$ cat src/rtl/amf_pkg.sv
package amf_pkg;
  localparam int REG_W   = 32;
  localparam int ADDR_W  = 48;
  localparam int BYTE_W  = 8;
  localparam int HI_W    = ADDR_W - REG_W;
  localparam int CTRL_W  = REG_W - HI_W;
  localparam int REG_NB  = REG_W / BYTE_W;
  localparam int HI_NB   = HI_W / BYTE_W;

  typedef enum logic [1:0] {
    RG_STA_LO = 2'd0,
    RG_STA_HI = 2'd1,
    RG_MSK_LO = 2'd2,
    RG_MSK_HI = 2'd3
  } amf_reg_e;
endpackage

$ cat src/rtl/amf_regfile.sv
module amf_regfile
  import amf_pkg::*;
(
  input  logic              clk,
  input  logic              rst_n,
  input  logic              wr_en,
  input  logic [1:0]        wr_addr,
  input  logic [REG_W-1:0]  wr_data,
  input  logic [REG_NB-1:0] wr_be,
  output logic [ADDR_W-1:0] sta_mac,
  output logic [ADDR_W-1:0] msk,
  output logic [CTRL_W-1:0] sta_ctrl
);
  logic [REG_W-1:0] sta_lo_q, sta_lo_d;
  logic [REG_W-1:0] sta_hi_q, sta_hi_d;
  logic [REG_W-1:0] msk_lo_q, msk_lo_d;
  logic [HI_W-1:0]  msk_hi_q, msk_hi_d;

  // next-state: byte-merged write data into the selected register
  always_comb begin
    sta_lo_d = sta_lo_q;
    sta_hi_d = sta_hi_q;
    msk_lo_d = msk_lo_q;
    msk_hi_d = msk_hi_q;
    case (amf_reg_e'(wr_addr))
      RG_STA_LO: for (int b = 0; b < REG_NB; b++)
                   if (wr_be[b]) sta_lo_d[b*BYTE_W +: BYTE_W] = wr_data[b*BYTE_W +: BYTE_W];
      RG_STA_HI: for (int b = 0; b < REG_NB; b++)
                   if (wr_be[b]) sta_hi_d[b*BYTE_W +: BYTE_W] = wr_data[b*BYTE_W +: BYTE_W];
      RG_MSK_LO: for (int b = 0; b < REG_NB; b++)
                   if (wr_be[b]) msk_lo_d[b*BYTE_W +: BYTE_W] = wr_data[b*BYTE_W +: BYTE_W];
      RG_MSK_HI: for (int b = 0; b < HI_NB; b++)
                   if (wr_be[b]) msk_hi_d[b*BYTE_W +: BYTE_W] = wr_data[b*BYTE_W +: BYTE_W];
      default: ;
    endcase
  end

  always_ff @(posedge clk or negedge rst_n) begin
    if (!rst_n) begin
      sta_lo_q <= '0;
      sta_hi_q <= '0;
      msk_lo_q <= '1;
      msk_hi_q <= '1;
    end else if (wr_en) begin
      sta_lo_q <= sta_lo_d;
      sta_hi_q <= sta_hi_d;
      msk_lo_q <= msk_lo_d;
      msk_hi_q <= msk_hi_d;
    end
  end

  assign sta_mac  = {sta_hi_q[HI_W-1:0], sta_lo_q};
  assign msk      = {msk_hi_q, msk_lo_q};
  assign sta_ctrl = sta_hi_q[REG_W-1:HI_W];


  ctrl_keep_chk: assert property (@(posedge clk) disable iff (!rst_n)
    (wr_en && wr_addr == 2'd1 && wr_be[3:2] == 2'b00) |=> $stable(sta_ctrl));
endmodule

$ cat src/rtl/amf_masked_cmp.sv
module amf_masked_cmp
  import amf_pkg::*;
#(
  parameter int AW = ADDR_W,
  parameter int LW = BYTE_W,
  localparam int NL = AW / LW
)(
  input  logic [AW-1:0] cand,
  input  logic [AW-1:0] ref_addr,
  input  logic [AW-1:0] care,
  output logic          hit
);
  logic [NL-1:0] lane_ok;

  for (genvar g = 0; g < NL; g++) begin : g_lane
    assign lane_ok[g] =
      ((cand[g*LW +: LW] ^ ref_addr[g*LW +: LW]) & care[g*LW +: LW]) == '0;
  end

  assign hit = &lane_ok;
endmodule

$ cat src/rtl/addr_match_filter.sv
module addr_match_filter
  import amf_pkg::*;
(
  input  logic              clk,
  input  logic              rst_n,
  input  logic              wr_en,
  input  logic [1:0]        wr_addr,
  input  logic [31:0]       wr_data,
  input  logic [3:0]        wr_be,
  input  logic              addr_vld,
  input  logic [47:0]       frm_addr,
  output logic              match_vld,
  output logic              match_o,
  output logic [15:0]       sta_ctrl
);
  logic rst_meta_q, rst_sync_n;
  logic [ADDR_W-1:0] mac, msk;
  logic hit;
  logic vld_d, vld_q, acc_d, acc_q;

  // reset: asserted asynchronously, released after two clock edges
  always_ff @(posedge clk or negedge rst_n) begin
    if (!rst_n) begin
      rst_meta_q <= 1'b0;
      rst_sync_n <= 1'b0;
    end else begin
      rst_meta_q <= 1'b1;
      rst_sync_n <= rst_meta_q;
    end
  end

  amf_regfile u_regs (
    .clk      (clk),
    .rst_n    (rst_sync_n),
    .wr_en    (wr_en),
    .wr_addr  (wr_addr),
    .wr_data  (wr_data),
    .wr_be    (wr_be),
    .sta_mac  (mac),
    .msk      (msk),
    .sta_ctrl (sta_ctrl)
  );

  amf_masked_cmp #(.AW(ADDR_W), .LW(BYTE_W)) u_cmp (
    .cand     (frm_addr),
    .ref_addr (mac),
    .care     (msk),
    .hit      (hit)
  );

  always_comb begin
    vld_d = addr_vld;
    acc_d = addr_vld & hit;
  end

  always_ff @(posedge clk or negedge rst_sync_n) begin
    if (!rst_sync_n) begin
      vld_q <= 1'b0;
      acc_q <= 1'b0;
    end else begin
      vld_q <= vld_d;
      acc_q <= acc_d;
    end
  end

  assign match_vld = vld_q;
  assign match_o   = acc_q;


  vld_follow_chk: assert property (@(posedge clk) disable iff (!rst_sync_n)
    addr_vld |=> match_vld);

  vld_idle_chk: assert property (@(posedge clk) disable iff (!rst_sync_n)
    !addr_vld |=> !match_vld);

  acc_qual_chk: assert property (@(posedge clk) disable iff (!rst_sync_n)
    match_o |-> match_vld);

  exact_chk: assert property (@(posedge clk) disable iff (!rst_sync_n)
    (addr_vld && &msk) |=> (match_o == ($past(frm_addr) == $past(mac))));

  open_chk: assert property (@(posedge clk) disable iff (!rst_sync_n)
    (addr_vld && msk == '0) |=> match_o);
endmodule

$ cat config.mk
export PLATFORM = sky130hd
export DESIGN_NAME = addr_match_filter
export DESIGN_NICKNAME = d
export VERILOG_FILES = /design/src/rtl/amf_pkg.sv /design/src/rtl/amf_regfile.sv /design/src/rtl/amf_masked_cmp.sv /design/src/rtl/addr_match_filter.sv
export SDC_FILE = /design/constraint.sdc
export NUM_CORES = 1
export LEC_CHECK = 0
export CORE_MARGIN = 4
export CORE_UTILIZATION = 45
export CTS_CLUSTER_SIZE = 10
export DETAILED_ROUTE_END_ITERATION = 6
export PLACE_DENSITY = 0.71
export REMOVE_ABC_BUFFERS = 1
export SYNTH_ARGS = -nofsm -noshare
export SYNTH_HDL_FRONTEND = slang
export SYNTH_SLANG_ARGS = --single-unit
$ cat constraint.sdc
create_clock -name clk -period 9.1 [get_ports clk]
set_input_delay 1.82 -clock clk [delete_from_list [all_inputs] [get_ports clk]]
set_output_delay 1.82 -clock clk [all_outputs]
set_load 0.02 [all_outputs]
; After elaboration in Yosys (flattened, before gate mapping)
; Cells that the tools add are included.
[op_classes]
n_reduce_logical = 22
n_eq_ne = 3
bitwise_logic = 13
[op_table]
columns = op, n
row1 = bitwise AND 8 bit, 6
row2 = logical NOT 8 bit, 6
row3 = XOR 8 bit, 6
row4 = AND reduction 3 bit, 14
row5 = AND reduction 6 bit, 1
row6 = "== test 2 bit, second input constant", 2
row7 = "== test 2 x 1 -> 1 bit, second input constant", 1
row8 = logical NOT 2 bit, 1
row9 = bitwise AND 1 bit, 1
[word_totals]
elab_cells = 56
in_bits = 90
out_inout_bits = 18
ff_bits = 116

; Longest topological paths before layout
; Gate-level depths: netlist of run 1.
[depth]
depth_word = 5
ltp_mapped = 5
ltp_nobuf = 5

; Cells and area by module
; Synthesis of run 1 repeated with hierarchy kept, for this count alone.
[hier_totals]
hier_cells = 331
hier_area_um2 = 5247.5
[by_module_without_submodules]
columns = mod, n_inst, area_each_um2, seq_area_each_um2, cells_each
row1 = amf_regfile, 1, 4481.8, 2862.7, 245
row2 = amf_masked_cmp, 1, 655.6, 0.0, 80
row3 = addr_match_filter, 1, 110.1, 100.1, 6

; Least setup slack after synthesis of run 1
; No wires, ideal clock.
[synth_timing]
kind = in2reg
from = input port wr_addr[1]
to = register u_regs.sta_lo_q[0]
cell_stages = 5
required_ps = 8975
arrival_time_ps = 2759
setup_time_ps = 125
slack_ps = 6217
n_path_buf = 2
path_cell_list = buf_2 nor2_1 and3_1 buf_2 mux2_2
[synth_between]
elab_chain_len = 2
[synth_lines]
columns = item, line_no
row1 = from (decl), addr_match_filter.sv:7  ; input logic [1:0] wr_addr,
row2 = logical NOT 2 bit, amf_regfile.sv:25  ; case (amf_reg_e'(wr_addr))
row3 = AND reduction 3 bit (no line), --
row4 = to (signal assigned), amf_regfile.sv:45  ; sta_lo_q <= sta_lo_d;
row5 = to (decl), amf_regfile.sv:14  ; logic [REG_W-1:0] sta_lo_q, sta_lo_d;
; Every way passes these cells.
; A chain may end at the register's enable or synchronous reset.

; Worst setup path in the final report of run 1
[layout_timing]
from = register u_regs.sta_hi_q[23]
to = output port sta_ctrl[7]
[layout_lines]
columns = item, line_no
row1 = from (decl), amf_regfile.sv:15  ; logic [REG_W-1:0] sta_hi_q, sta_hi_d;
row2 = from (signal assigned), amf_regfile.sv:46  ; sta_hi_q <= sta_hi_d;
row3 = to (decl), addr_match_filter.sv:14  ; output logic [15:0] sta_ctrl
; No word-level cell between the ends.

==> results.py, run 1 <==
metrics = {
    "clock_network": {
        "post_cts_buffers": 0,
        "clock_latency_ns": 0.50,
        "cts_hold_buf": 0,
        "cts_tree": "built",
        "cts-resized-gates": 0,
        "cts-root-buf": "clkbuf_8",
        "clock_sinks": 116,
        "cts_buffers": 17,
        "htree_levels": 4,
        "clk_path_buf_depth": 2,
        "clkTransAtPathRegs_ns": 0.05,
    },
    "placement": {
        "dp_hpwl_um": 8157,
        "dpl_worst_slack_ns": 5.413,
        "gp_congestion": 0.7819,
        "place_area_um2": 6266,
        "placedCellCount": 573,
        "port_buffers": 107,
    },
    "power_and_ir_drop": {
        "p_leak_nw": 2.848,
        "p_comb_share_pct": 18.4,
        "seqPwrFrac_pct": 42.8,
        "power.share.clock_pct": 38.8,
        "power.internal_mw": 1.290,
        "cellPowerDensity_nw_per_um2": 248.7,
        "design_power_total_mw": 1.706,
        "max-vdd-ir-drop_mv": 0.1267,
        "power.switching_mw": 0.4169,
        "p_sw_share_pct": 24.43,
    },
    "critical_path": {
        "r2r_cells": 5,
        "critPathLaunchType": "flip-flop",
        "endpoint_kind": "output port",
        "crit_slowest_cell": "clkdlybuf4s50_1",
        "crit_chain": "clkdlybuf4s50_1",
        "required_ns": 7.28,
        "crit_path_max_incr_delay_ns": 0.61,
        "crit_cells": 1,
        "timing.setup.critical_path_class": "flip-flop to output port",
        "worstPathMaxFanout": 2,
        "worst-endpoint-arrival_ns": 1.48,
        "cp_top_family": "buffers and inverters",
        "path_buf_inv": 1,
    },
    "routing": {
        "wl_per_cell_um": 19.04,
        "vias": 3146,
        "drt_iter0_drc": 126,
        "via_per_inst": 5.200,
        "drc_errors": 0,
        "ant_nets": 0,
        "first_pass_iters": 6,
        "routed_wirelength_um": 11520,
    },
    "floorplanning": {
        "rows": 38,
        "start_util_pct": 46.37,
        "io_pins": 108,
        "dieArea_um2": 12980,
        "core_um2": 10890,
        "die_height_um": 113.9,
        "die_w_um": 113.9,
    },
    "final_layout": {
        "finalNetCount": 542,
        "stdcell_count": 605,
        "finish.utilization_pct": 63.01,
        "drive_gt1_share_pct": 42.58,
        "final_cell_area_um2": 6860,
        "syn2layout_area_growth_pct": 35.89,
        "n_antenna_cell": 0,
    },
    "grt": {
        "grt_pass1_wl_um": 18410,
        "grt_usage_pct": 18.61,
        "grt_pass1_vias": 3559,
        "grt_overflow_total": 0,
        "antenna_found_initial": 0,
        "grt_max_degree": 81,
    },
    "synthesis": {
        "yosys_warnings": 0,
        "netlist_instances": 333,
        "synth-seq-area-share_pct": 58.69,
        "synth-seq-cells": 116,
        "synth_cell_types": 22,
        "synth.avg_cell_area_um2": 15.16,
        "synth_area_um2": 5049,
    },
    "outcome": {
        "outcome": "finished, final reports clean",
    },
    "timing": {
        "hold_violations": 0,
        "slew_violations": 0,
        "clock.fmax_ghz": 0.3028,
        "tns_ns": 0,
        "worst_slack_ns": 5.797,
        "finalCritPeriodShare_pct": 36.30,
        "rsz0062_at_grt": "no",
        "holdWs_ns": 0.2780,
        "tightest_slew_ns": 0.9944,
        "finClkSkew_ns": 0.004560,
        "fin_crit_ns": 3.303,
        "setup_viol": 0,
        "slew_headroom_pct": 33.71,
    },
    "flow_run": {
        "maxCapViolations": 0,
    },
    "worst_hold_path": {
        "min_path_type": "flip-flop to async pin",
    },
}
[power by group through the flow]
stage / clock (mW) / combinational, mW / sequential [mW]
floorplan: 0 / 0.173 / 0.743
global placement: 0 / 0.309 / 0.732
detailed placement: 0 / 0.316 / 0.737
CTS: 0.672 / 0.320 / 0.731
global route: 0.699 / 0.343 / 0.744
finish: 0.662 / 0.314 / 0.731
[registers in the layout, indices dropped and copies added (netlist names)]
name             count
u_regs.msk_lo_q     32
match_o              1
u_regs.sta_hi_q     32
u_regs.sta_lo_q     32
u_regs.msk_hi_q     16
match_vld            1
rst_meta_q           1
rst_sync_n           1
[final timing paths]
path | from | to | slack (ns)
worst max-delay path | u_regs.sta_hi_q[23] | sta_ctrl[7] | 5.80
max in group asynchronous | rst_sync_n | u_regs.sta_hi_q[8] | 7.45
worst min register to register | rst_sync_n | u_regs.sta_hi_q[17] | 0.28
min in group clk | rst_meta_q | rst_sync_n | 0.35
worst min-delay path | rst_sync_n | u_regs.sta_hi_q[17] | 0.28
worst max register to register | u_regs.sta_hi_q[2] | match_o | 7.40
[synthesized netlist by cell type (all sizes together)]
master | count | area share [%]
and3b | 1 | 0.17
a222oi | 1 | 0.20
a22o | 7 | 1.2
nand2 | 8 | 0.89
a22oi | 8 | 1.2
xor2 | 48 | 8.3
nand4 | 5 | 0.62
dfstp | 48 | 25
buf | 8 | 0.79
a221oi | 7 | 1.3
nor2 | 2 | 0.15
nor4 | 1 | 0.25
nand4b | 2 | 0.35
and3 | 4 | 0.50
nand3 | 1 | 0.099
and4 | 1 | 0.17
conb | 1 | 0.074
dfrtp | 68 | 34
mux2 | 112 | 25
[routing by layer]
layer  wire length [um]  track usage, %
met3                753           6.313
met5                  0               0
met1               5040           24.09
met2               5670           30.64
met4                 58           3.800
[worst register-to-register path, stage by stage, from the launching register on]
cell and delay, ns:
dfrtp_1 0.39, xor2_1 0.16, a22o_1 0.24, a221oi_1 0.36, nand4_1 0.23, nor4_2 0.24
[layout by cell type, fill, tap and decap left out]
cell type / netlist / final
conb_1: 1 / 1
nand3_1: 1 / 1
nor4_2: 1 / 1
and4_1: 1 / 1
and3b_1: 1 / 1
mux2_2: 111 / 111
clkinvlp_4: 0 / 3
dfrtp_1: 68 / 67
clkdlybuf4s50_1: 0 / 107
a221oi_2: 1 / 1
xor2_1: 48 / 48
a22oi_1: 8 / 8
bufinv_16: 0 / 3
dfstp_2: 48 / 48
nand4b_1: 2 / 2
dfrtp_4: 0 / 1
nand4_1: 5 / 5
a221oi_1: 6 / 6
a222oi_1: 1 / 1
mux2_1: 1 / 1
clkbuf_8: 0 / 4
and3_1: 4 / 4
nand2_2: 6 / 6
a22o_1: 7 / 7
nand2_1: 2 / 2
nor2_1: 2 / 2
clkinv_2: 0 / 3
buf_4: 0 / 1
clkbuf_16: 0 / 16
clkbuf_1: 0 / 3
[cell type report]
type	count	area [um^2]
Fill cell	867	4028
Sequential cell	116	2967
Multi-Input combinational cell	209	2046
Timing Repair Buffer	108	1079
Clock buffer	23	466.7
Tap cell	140	175.2
Clock inverter	9	127.6
[cell families after synthesis]
group | after synthesis | synth area share [%]
DFF | 116 | 58.69
muxes | 112 | 24.98
xor gates and xnor gates | 48 | 8.327
and+or+nand+nor | 25 | 3.197
AOI/OAI and AO/OA | 23 | 3.941
buffers and inverters | 8 | 0.7931
other | 1 | 0.07428
No activity file was read; power rests on OpenSTA's default activity.
==> inputs of run 2 (changes only) <==
PLACE_DENSITY = 0.74   (was 0.71)
clock period = 3 ns   (was 9.1 ns; I/O delays follow)
==> run 2 against run 1 <==
  * Global-route usage rose by 0.79 points
  * Non-clock buffer count rose by 3
  * Via count rose by 1.4%
  * Count of clock-buffer cells in the layout fell by 1
  * Power rose to 3.1 times the previous value
  * First-iteration DRC count rose by 35%
  * Final cell count rose by 0.50%
  * Clock power rose to 3.2 times the previous value
  * Critical path depth did not move
  * Worst hold slack got worse by 0.030 ns
  * Largest cell class unchanged
==> results.py, run 2 (synthesized netlist as in run 1, its figures left out) <==
metrics = {
    "critical_path": {
        "crit_slowest_cell": "clkdlybuf4s50_1",
        "r2r-start": "u_regs.sta_lo_q[29]",
        "r2r_cells": 5,
        "r2r-end": "match_o",
        "endpoint_kind": "output port",
        "worst-endpoint-arrival_ns": 1.47,
        "r2r_slack_ns": 1.24,
        "crit_path_max_incr_delay_ns": 0.61,
        "required_ns": 2.40,
        "timing.setup.critical_path_class": "flip-flop to output port",
        "critPathLaunchType": "flip-flop",
        "crit_chain": "clkdlybuf4s50_1",
        "cp_top_family": "buffers and inverters",
        "worstPathMaxFanout": 2,
        "path_buf_inv": 1,
    },
    "timing": {
        "finalCritPeriodShare_pct": 68.94,
        "finClkSkew_ns": 0.009837,
        "holdWs_ns": 0.2482,
        "tns_ns": 0,
        "clock.fmax_ghz": 0.4835,
        "setup_viol": 0,
        "rsz0062_at_grt": "no",
        "slew_violations": 0,
        "hold_violations": 0,
        "fin_crit_ns": 2.068,
        "slew_headroom_pct": 63.86,
        "tightest_slew_ns": 0.5393,
    },
    "floorplanning": {
        "rows": 38,
        "dieArea_um2": 12980,
        "io_pins": 108,
        "core_um2": 10890,
        "die_height_um": 113.9,
        "start_util_pct": 46.37,
        "die_w_um": 113.9,
    },
    "power_and_ir_drop": {
        "seqPwrFrac_pct": 41.6,
        "cellPowerDensity_nw_per_um2": 767.2,
        "max-vdd-ir-drop_mv": 0.4208,
        "p_comb_share_pct": 18.0,
        "p_sw_share_pct": 23.67,
        "power.share.clock_pct": 40.4,
        "p_leak_nw": 2.894,
        "power.internal_mw": 4.060,
        "power.switching_mw": 1.259,
    },
    "routing": {
        "met3_length_um": 855,
        "wl_met1_um": 5178,
        "wl_per_cell_um": 19.16,
        "routed_wirelength_um": 11650,
        "via_per_inst": 5.248,
        "drt_iter0_drc": 170,
        "ant_nets": 0,
        "vias": 3191,
        "drc_errors": 0,
        "first_pass_iters": 4,
        "dr_wl_met2_um": 5443,
        "highest_layer": "met4",
    },
    "placement": {
        "gp_congestion": 0.7952,
        "port_buffers": 107,
        "dp_hpwl_um": 8415,
    },
    "final_layout": {
        "fillers": 852,
        "layout_common_cells": "mux2_2 (111), clkdlybuf4s50_1 (107), dfrtp_1 (67)",
        "top_regs": "u_regs.msk_lo_q x32, u_regs.sta_hi_q x32, u_regs.sta_lo_q x32",
        "multi_input_area_um2": 2046,
        "drive_gt1_share_pct": 42.95,
        "syn2layout_area_growth_pct": 37.32,
        "finalNetCount": 545,
        "n_antenna_cell": 0,
        "finish.utilization_pct": 63.68,
        "final_common_cell": "mux2_2",
        "final-seq-area_um2": 2967,
    },
    "clock_network": {
        "clk_path_buf_depth": 2,
        "post_cts_buffers": 0,
        "cts_buffers": 17,
        "cts-root-buf": "clkbuf_8",
        "htree_levels": 4,
        "cts_tree": "built",
        "cts_hold_buf": 0,
        "cts-resized-gates": 0,
        "clkTransAtPathRegs_ns": 0.06,
        "clock_latency_ns": 0.51,
        "clock_sinks": 116,
    },
    "grt": {
        "antenna_found_initial": 0,
        "grt_pass1_vias": 3633,
        "grt_usage_pct": 19.40,
        "grt_overflow_total": 0,
        "grt_pass1_wl_um": 19070,
        "grt_max_degree": 80,
    },
    "outcome": {
        "outcome": "finished, final reports clean",
    },
    "flow_run": {
        "maxCapViolations": 0,
    },
    "worst_hold_path": {
        "min_path_type": "primary input to async pin",
    },
}
-- run 2: changes by cell type in the layout (fill, tap and decap cells not counted), sizes merged --
cell      before  now
buf            1    4
clkinvlp       3    0
clkinv         3    5
bufinv         3    5
clkbuf        23   22
-- run 2: power groups by stage --
stage / Sequential [mW] / Combinational [mW] / Clock, mW
5_1_grt: 2.26 / 1.05 / 2.26
3_5_place_dp: 2.24 / 0.965 / 0
6_report: 2.21 / 0.960 / 2.15
3_3_place_gp: 2.22 / 0.937 / 0
2_1_floorplan: 2.25 / 0.526 / 0
4_1_cts: 2.22 / 0.976 / 2.18
-- run 2: through the flow --
stage	instances	cell area [um^2]	worst slack (ns)	total power, mW
floorplan	325	5009	-0.3870	2.779
global placement	576	6301	0.5945	3.157
detailed placement	576	6301	0.5929	3.203
CTS	608	6933	0.8985	5.374
global route	608	6933	0.8571	5.567
finish	608	6933	0.9318	5.319
-- run 2: area by class of cell --
cell class | count | share of cell area (%)
clock buffers | 22 | 6.533
clock inverters | 10 | 2.581
multi-input cells | 209 | 29.51
flip-flops and latches | 116 | 42.79
well taps | 140 | 2.527
repair buffers | 111 | 16.06
-- run 2: metal layers --
metal,vias to the layer above,track usage (%)
met1,1615,26.50
li1,1451,-
met3,15,5.942
met4,0,5.859
met5,-,0
met2,110,29.94
-- run 2: worst max-delay path by stage --
| stage | slack, ns | cells after the start | to | startpoint |
|---|---|---|---|---|
| after floorplan | -0.39 | 0 | match_o | rst_sync_n |
| after global placement | 0.59 | 6 | match_o | frm_addr[34] |
| after detailed placement | 0.59 | 6 | match_o | frm_addr[31] |
| after CTS | 0.90 | 1 | sta_ctrl[4] | u_regs.sta_hi_q[20] |
| after global routing | 0.86 | 1 | sta_ctrl[4] | u_regs.sta_hi_q[20] |
| final | 0.93 | 1 | sta_ctrl[4] | u_regs.sta_hi_q[20] |
